## src/rtl/pcie_cfg_shim_pkg.sv

```systemverilog
package pcie_cfg_shim_pkg;

    localparam int DATA_W   = 32;
    localparam int LANES    = DATA_W / 8;
    localparam int ECAM_W   = 28;
    localparam int REG_W    = 12;

    typedef enum logic [1:0] {
        SZ_BYTE = 2'd0,
        SZ_HALF = 2'd1,
        SZ_WORD = 2'd2,
        SZ_WIDE = 2'd3
    } acc_size_e;

    typedef enum logic [2:0] {
        ST_IDLE,
        ST_RD_REQ,
        ST_RD_WAIT,
        ST_WR_REQ,
        ST_WR_WAIT,
        ST_DONE
    } seq_state_e;

    typedef struct packed {
        logic [7:0] bus;
        logic [4:0] dev;
        logic [2:0] fn;
        logic [9:0] dword;
        logic [1:0] byte_ofs;
    } cfg_loc_t;

    function automatic logic is_full(input acc_size_e sz);
        return sz[1];
    endfunction

    function automatic logic [1:0] lane_shift(input acc_size_e sz, input logic [1:0] ofs);
        return is_full(sz) ? 2'd0 : ofs;
    endfunction

    function automatic logic [LANES-1:0] lane_enable(input acc_size_e sz, input logic [1:0] ofs);
        logic [LANES-1:0] base;
        case (sz)
            SZ_BYTE: base = 4'b0001;
            SZ_HALF: base = 4'b0011;
            default: base = 4'b1111;
        endcase
        return base << lane_shift(sz, ofs);
    endfunction

    function automatic logic [DATA_W-1:0] size_mask(input acc_size_e sz);
        case (sz)
            SZ_BYTE: return 32'h0000_00FF;
            SZ_HALF: return 32'h0000_FFFF;
            default: return 32'hFFFF_FFFF;
        endcase
    endfunction

    function automatic logic misaligned(input acc_size_e sz, input logic [1:0] ofs);
        return (sz == SZ_HALF) && ofs[0];
    endfunction

endpackage

```

## src/rtl/cfg_addr_map.sv

```systemverilog
module cfg_addr_map
    import pcie_cfg_shim_pkg::*;
#(
    parameter int ADDR_W = 32
) (
    input  logic [ECAM_W-1:0] ofs,
    input  logic [ADDR_W-1:0] ecam_base,
    input  logic [ADDR_W-1:0] root_base,
    output logic              is_root,
    output logic [ADDR_W-1:0] dn_addr
);
    cfg_loc_t          loc;
    logic [ADDR_W-1:0] rel;

    assign loc     = cfg_loc_t'(ofs);
    assign is_root = (loc.bus == '0) && (loc.dev == '0) && (loc.fn == '0);

    always_comb begin
        rel = '0;
        if (is_root) begin
            rel[REG_W-1:0] = {loc.dword, 2'b00};
        end else begin
            rel[ECAM_W-1:0] = {loc.bus, loc.dev, loc.fn, loc.dword, 2'b00};
        end
        dn_addr = (is_root ? root_base : ecam_base) + rel;
    end
endmodule

```

## src/rtl/cfg_lane_unit.sv

```systemverilog
module cfg_lane_unit
    import pcie_cfg_shim_pkg::*;
(
    input  logic [DATA_W-1:0] old_word,
    input  logic [DATA_W-1:0] new_data,
    input  acc_size_e         size,
    input  logic [1:0]        ofs,
    output logic [DATA_W-1:0] merged,
    output logic [DATA_W-1:0] extracted
);
    logic [1:0]        sh;
    logic [LANES-1:0]  en;
    logic [DATA_W-1:0] placed;

    assign sh        = lane_shift(size, ofs);
    assign en        = lane_enable(size, ofs);
    assign placed    = new_data << {sh, 3'b000};
    assign extracted = (old_word >> {sh, 3'b000}) & size_mask(size);

    for (genvar i = 0; i < LANES; i++) begin : g_lane
        assign merged[8*i +: 8] = en[i] ? placed[8*i +: 8] : old_word[8*i +: 8];
    end
endmodule

```

## src/rtl/cfg_seq_ctrl.sv

```systemverilog
module cfg_seq_ctrl
    import pcie_cfg_shim_pkg::*;
(
    input  logic              clk,
    input  logic              rst,
    input  logic              host_req_valid,
    input  logic              host_req_write,
    input  acc_size_e         host_req_size,
    input  logic [ECAM_W-1:0] host_req_addr,
    input  logic [DATA_W-1:0] host_req_wdata,
    output logic              host_done,
    output logic              host_rsp_err,
    output logic [DATA_W-1:0] host_rsp_rdata,
    output logic [ECAM_W-1:0] cur_ofs,
    output acc_size_e         cur_size,
    output logic [DATA_W-1:0] cur_wdata,
    input  logic [DATA_W-1:0] merged,
    input  logic [DATA_W-1:0] extracted,
    output logic              dn_valid,
    output logic              dn_write,
    output logic [DATA_W-1:0] dn_wdata,
    input  logic              dn_ready,
    input  logic              dn_rsp_valid,
    input  logic              dn_rsp_err
);
    seq_state_e        state;
    logic              wr_q;
    logic [DATA_W-1:0] wbuf;

    always_ff @(posedge clk) begin
        if (rst) begin
            state          <= ST_IDLE;
            wr_q           <= 1'b0;
            wbuf           <= '0;
            cur_ofs        <= '0;
            cur_size       <= SZ_WORD;
            cur_wdata      <= '0;
            host_rsp_err   <= 1'b0;
            host_rsp_rdata <= '0;
        end else begin
            case (state)
                ST_IDLE: if (host_req_valid) begin
                    cur_ofs        <= host_req_addr;
                    cur_size       <= host_req_size;
                    cur_wdata      <= host_req_wdata;
                    wr_q           <= host_req_write;
                    wbuf           <= host_req_wdata;
                    host_rsp_rdata <= '0;
                    host_rsp_err   <= 1'b0;
                    if (misaligned(host_req_size, host_req_addr[1:0])) begin
                        host_rsp_err <= 1'b1;
                        state        <= ST_DONE;
                    end else if (host_req_write && is_full(host_req_size)) begin
                        state <= ST_WR_REQ;
                    end else begin
                        state <= ST_RD_REQ;
                    end
                end
                ST_RD_REQ: if (dn_ready) state <= ST_RD_WAIT;
                ST_RD_WAIT: if (dn_rsp_valid) begin
                    if (dn_rsp_err) begin
                        host_rsp_rdata <= wr_q ? '0 : '1;
                        state          <= ST_DONE;
                    end else if (wr_q) begin
                        wbuf  <= merged;
                        state <= ST_WR_REQ;
                    end else begin
                        host_rsp_rdata <= extracted;
                        state          <= ST_DONE;
                    end
                end
                ST_WR_REQ:  if (dn_ready) state <= ST_WR_WAIT;
                ST_WR_WAIT: if (dn_rsp_valid) state <= ST_DONE;
                ST_DONE:    state <= ST_IDLE;
                default:    state <= ST_IDLE;
            endcase
        end
    end

    assign host_done = (state == ST_DONE);
    assign dn_valid  = (state == ST_RD_REQ) || (state == ST_WR_REQ);
    assign dn_write  = (state == ST_WR_REQ);
    assign dn_wdata  = wbuf;
endmodule

```

## src/rtl/pcie_cfg_shim.sv

```systemverilog
module pcie_cfg_shim
    import pcie_cfg_shim_pkg::*;
#(
    parameter int ADDR_W = 32
) (
    input  logic              clk,
    input  logic              rst,
    input  logic [ADDR_W-1:0] ecam_base,
    input  logic [ADDR_W-1:0] root_base,
    input  logic              host_req_valid,
    output logic              host_req_ready,
    input  logic              host_req_write,
    input  logic [1:0]        host_req_size,
    input  logic [27:0]       host_req_addr,
    input  logic [31:0]       host_req_wdata,
    output logic              host_rsp_valid,
    output logic              host_rsp_err,
    output logic [31:0]       host_rsp_rdata,
    output logic              dn_valid,
    input  logic              dn_ready,
    output logic              dn_write,
    output logic [ADDR_W-1:0] dn_addr,
    output logic [31:0]       dn_wdata,
    input  logic              dn_rsp_valid,
    input  logic              dn_rsp_err,
    input  logic [31:0]       dn_rsp_rdata
);
    logic              done;
    logic [ECAM_W-1:0] cur_ofs;
    acc_size_e         cur_size;
    logic [DATA_W-1:0] cur_wdata;
    logic [DATA_W-1:0] merged;
    logic [DATA_W-1:0] extracted;
    logic              is_root;

    cfg_seq_ctrl u_seq (
        .clk            (clk),
        .rst            (rst),
        .host_req_valid (host_req_valid),
        .host_req_write (host_req_write),
        .host_req_size  (acc_size_e'(host_req_size)),
        .host_req_addr  (host_req_addr),
        .host_req_wdata (host_req_wdata),
        .host_done      (done),
        .host_rsp_err   (host_rsp_err),
        .host_rsp_rdata (host_rsp_rdata),
        .cur_ofs        (cur_ofs),
        .cur_size       (cur_size),
        .cur_wdata      (cur_wdata),
        .merged         (merged),
        .extracted      (extracted),
        .dn_valid       (dn_valid),
        .dn_write       (dn_write),
        .dn_wdata       (dn_wdata),
        .dn_ready       (dn_ready),
        .dn_rsp_valid   (dn_rsp_valid),
        .dn_rsp_err     (dn_rsp_err)
    );

    cfg_addr_map #(.ADDR_W(ADDR_W)) u_map (
        .ofs       (cur_ofs),
        .ecam_base (ecam_base),
        .root_base (root_base),
        .is_root   (is_root),
        .dn_addr   (dn_addr)
    );

    cfg_lane_unit u_lane (
        .old_word  (dn_rsp_rdata),
        .new_data  (cur_wdata),
        .size      (cur_size),
        .ofs       (cur_ofs[1:0]),
        .merged    (merged),
        .extracted (extracted)
    );

    assign host_req_ready = done;
    assign host_rsp_valid = done;
endmodule

```

## config.mk

```make
export PLATFORM = sky130hd
export DESIGN_NAME = pcie_cfg_shim
export DESIGN_NICKNAME = d
export VERILOG_FILES = /design/src/rtl/pcie_cfg_shim_pkg.sv /design/src/rtl/cfg_addr_map.sv /design/src/rtl/cfg_lane_unit.sv /design/src/rtl/cfg_seq_ctrl.sv /design/src/rtl/pcie_cfg_shim.sv
export SDC_FILE = /design/constraint.sdc
export NUM_CORES = 1
export LEC_CHECK = 0
export BUFFER_PORTS_ARGS = -buffer_cell sky130_fd_sc_hd__buf_4
export CORE_ASPECT_RATIO = 1.25
export CORE_MARGIN = 2
export CORE_UTILIZATION = 35
export DETAILED_ROUTE_END_ITERATION = 16
export GPL_TIMING_DRIVEN = 1
export PLACE_DENSITY = 0.59
export SYNTH_ARGS = -nofsm -noshare
export SYNTH_HDL_FRONTEND = slang
export SYNTH_HIERARCHICAL = 1
export SYNTH_SLANG_ARGS = --single-unit
```

## constraint.sdc

```tcl
create_clock -name clk -period 12.5 [get_ports clk]
set_clock_uncertainty 0.1 [all_clocks]
set_input_delay 2.5 -clock clk [delete_from_list [all_inputs] [get_ports clk]]
set_output_delay 2.5 -clock clk [all_outputs]
set_load 0.03 [all_outputs]
```

==> impl_metrics.tcl <==
set metrics [dict create \
    run_status "finished clean" \
    hold_viol 0 \
    cts_tree "yes" \
    p_clk_frac 0.180 \
    hp-start "u_seq/host_rsp_rdata[23]" \
    io_pins 266 \
    synthesis.nets 1401 \
    place.gp.congestion 0.923 \
    h-tree-depth 4 \
    p_total_w 0.00257 \
    routed_wl_mm 31.1 \
    grt_antenna_before_repair 0 \
    cts_sinks 131 \
    synthCells 1209 \
    p_leak_nw 4.88 \
    grt-ovfl-total 0 \
    num-nets-final 1585 \
    cp-startpoint "ecam_base[10]" \
    final_area_um2 11600 \
    rsz0062_at_grt "false" \
    dieArea_um2 27200 \
    diodes 0 \
    synth_cell_type_count 64 \
    ys_warn_count 6 \
    comb_power_share 0.587 \
    timing.fmax_mhz 130 \
    clock_latency_ns 0.42 \
    p_sw_w 0.00123 \
    cpMostUsedCell "buf_4" \
    postSynth.asyncResetShare 0 \
    cts_root_buf "clkbuf_16" \
    grt_max_degree 80 \
    cts_setup_buffers 0 \
    cp.depth 10 \
    cap_viol_max_count 0 \
    layout_setup_ws_ns 4.79 \
    core_area_um2 25400 \
    viasPerCell 5.29 \
    worstPathMaxFanout 6 \
    clk_path_buf_depth 2 \
    netlist_area_um2 9060 \
    critPathCaptureType "output port" \
    synthFlopType "dfxtp_1" \
    crit_chain "buf_4, mux2_2, ha_1, nand3_1, nor2_1, a221oi_1, a21oi_1, nor3_1, xor2_1, buf_4" \
    seq_power_share 0.233 \
    area_delta_synth_final_pct 28.2 \
    crit_buf_inv 2 \
    power_density_nw_per_um2 221 \
    hp-class "reg2reg" \
    slowest_stage "a221oi_1" \
    ctsResizeCount 0 \
    drive_gt1_frac 0.279 \
    r2r_end "u_seq/host_rsp_rdata[15]" \
    path_class "in2out" \
    drt_first_pass_iters 5 \
    synth_area_leaders "dfxtp_1 29%, nand2_1 11%, a21oi_1 7.2%, mux2_2 6.6%, ha_1 3.6%" \
    peakVddDrop_uv 97.5 \
    grt_pass1_vias 8882 \
    wl_per_cell_um 17.8 \
    synth_area_leader_cell "dfxtp_1" \
    setup_viol 0 \
    initial_core_util 0.357 \
    path_clk_slew_ns 0.06 \
    die_h_um 184 \
    fin_setup_tns_ns 0 \
    rrSetupSlack_ns 9.74 \
    synth_edf_count 0 \
    synth_area_per_cell_um2 7.49 \
    cp.arrival_ns 5.11 \
    tightest_slew_ns 1.16 \
    via_count 9212 \
    portBuffers 265 \
    dpl_cell_area_um2 11100 \
    grt_pass1_wl_mm 48.1 \
    ant_nets 0 \
    hpwl_mm 23.4 \
    synth_top_area_share 0.289 \
    die_w_um 148 \
    cts_made_buffers 17 \
    synth_seq_cells 131 \
    slew_headroom 0.228 \
    cp-start-kind "primary input" \
    yosysMostFrequentCell "nand2_1" \
    drc_errors 0 \
    endpoint "dn_addr[28]" \
    maxSlewViolCount 0 \
    post-route-period-util 0.617 \
    ys_seq_area_frac 0.289 \
    synthTopCellsByCount "268 x nand2_1, 131 x dfxtp_1, 130 x a21oi_1" \
    rows 65 \
    critPathMaxStageDelay_ns 0.73 \
    crit_family "compound AO/OA/AOI/OAI gates" \
    cts_hold_buf 0 \
    reg2reg_depth 4 \
    worstReg2RegStart "u_seq/state[1]" \
    intPower_w 0.00134 \
    grt_use_total 0.222 \
    first_iter_violations 410 \
    post-place-ws_ns 4.80 \
    sw_frac_of_total 0.477 \
    min_period_ns 7.71 \
    cp_data_required_time_ns 9.90 \
]
## worst register-to-register path, stage by stage (launching register included)
cell,delay [ns]
dfxtp_1,0.77
mux2i_1,0.61
a2111o_1,0.89
nand2_1,0.16
a21oi_1,0.16
## layout make-up
| type | instances | area (µm²) |
|---|---|---|
| multi-input cells | 924 | 5790 |
| well taps | 335 | 419 |
| fillers | 2659 | 13800 |
| flip-flops and latches | 131 | 2620 |
| repair buffers | 278 | 2090 |
| clock inverters | 14 | 103 |
| clock buffers | 18 | 439 |
| inverters | 41 | 154 |
## worst min-delay path by stage
stage | end | slack (ns) | cells after the start
after floorplan | u_seq/cur_wdata[24] | 0.34 | 2
after global placement | u_seq/host_rsp_rdata[30] | 0.34 | 2
after CTS | u_seq/host_rsp_rdata[12] | 0.35 | 2
after detailed placement | u_seq/host_rsp_rdata[12] | 0.34 | 2
after global routing | u_seq/host_rsp_rdata[23] | 0.37 | 2
final | u_seq/host_rsp_rdata[23] | 0.35 | 2
## cells in the final DEF, fill, tap and decap left out, types with 8 or more instances in the layout
| cell | n |
|---|---|
| nor2b_1 | 9 |
| inv_1 | 41 |
| xor2_1 | 9 |
| mux2_2 | 53 |
| nand2_1 | 268 |
| a21oi_1 | 130 |
| dfxtp_1 | 131 |
| clkbuf_16 | 17 |
| a311oi_1 | 33 |
| nor4_1 | 13 |
| o21bai_1 | 8 |
| a21o_1 | 27 |
| and2_1 | 20 |
| nor3_1 | 8 |
| a31oi_1 | 12 |
| mux2i_1 | 12 |
| mux4_2 | 8 |
| o21ai_0 | 48 |
| nor2_1 | 60 |
| ha_1 | 26 |
| buf_4 | 278 |
| nand3_1 | 45 |
| xnor2_1 | 21 |
| nand3b_1 | 36 |
## metrics by stage
stage / hold slack [ns] / instances / utilization
after floorplan: 0.336 / 1209 / -
after global placement: 0.342 / 1709 / 0.437
after detailed placement: 0.344 / 1709 / 0.437
after CTS: 0.353 / 1741 / 0.458
after global routing: 0.369 / 1741 / 0.458
final: 0.349 / 1741 / 0.458
## cell families (layout without fill, tap and decap cells)
group	after synthesis	count (layout)	synth area share
adder cells (fa/ha/maj)	27	27	0.0381
buffers and inverters	154	351	0.0733
AO/OA/AOI/OAI	302	302	0.217
AND/OR/NAND/NOR	488	488	0.248
multiplexers	77	77	0.106
flip-flops	131	131	0.289
XOR/XNOR	30	30	0.0290
## routing by layer
layer / wire length (µm) / global-route usage
met5: 0 / 0
met1: 12600 / 0.256
met2: 15300 / 0.399
met3: 2130 / 0.0499
met4: 994 / 0.0876
## sequential cells by signal (all words and copies together) (netlist names)
signal	cells
u_seq/cur_ofs	28
u_seq/dn_wdata	32
u_seq/cur_wdata	32
u_seq/host_rsp_err	1
u_seq/wr_q	1
u_seq/cur_size	2
u_seq/host_rsp_rdata	32
u_seq/state	3
## power groups by stage
stage	sequential (W)	clock, W	combinational [W]
6_report	0.000599	0.000463	0.00151
5_1_grt	0.000613	0.000489	0.00163
4_1_cts	0.000600	0.000473	0.00151
3_5_place_dp	0.000608	0	0.00151
3_3_place_gp	0.000607	0	0.00150
2_1_floorplan	0.000669	0	0.000996
Power figures use the tool's default switching activity.
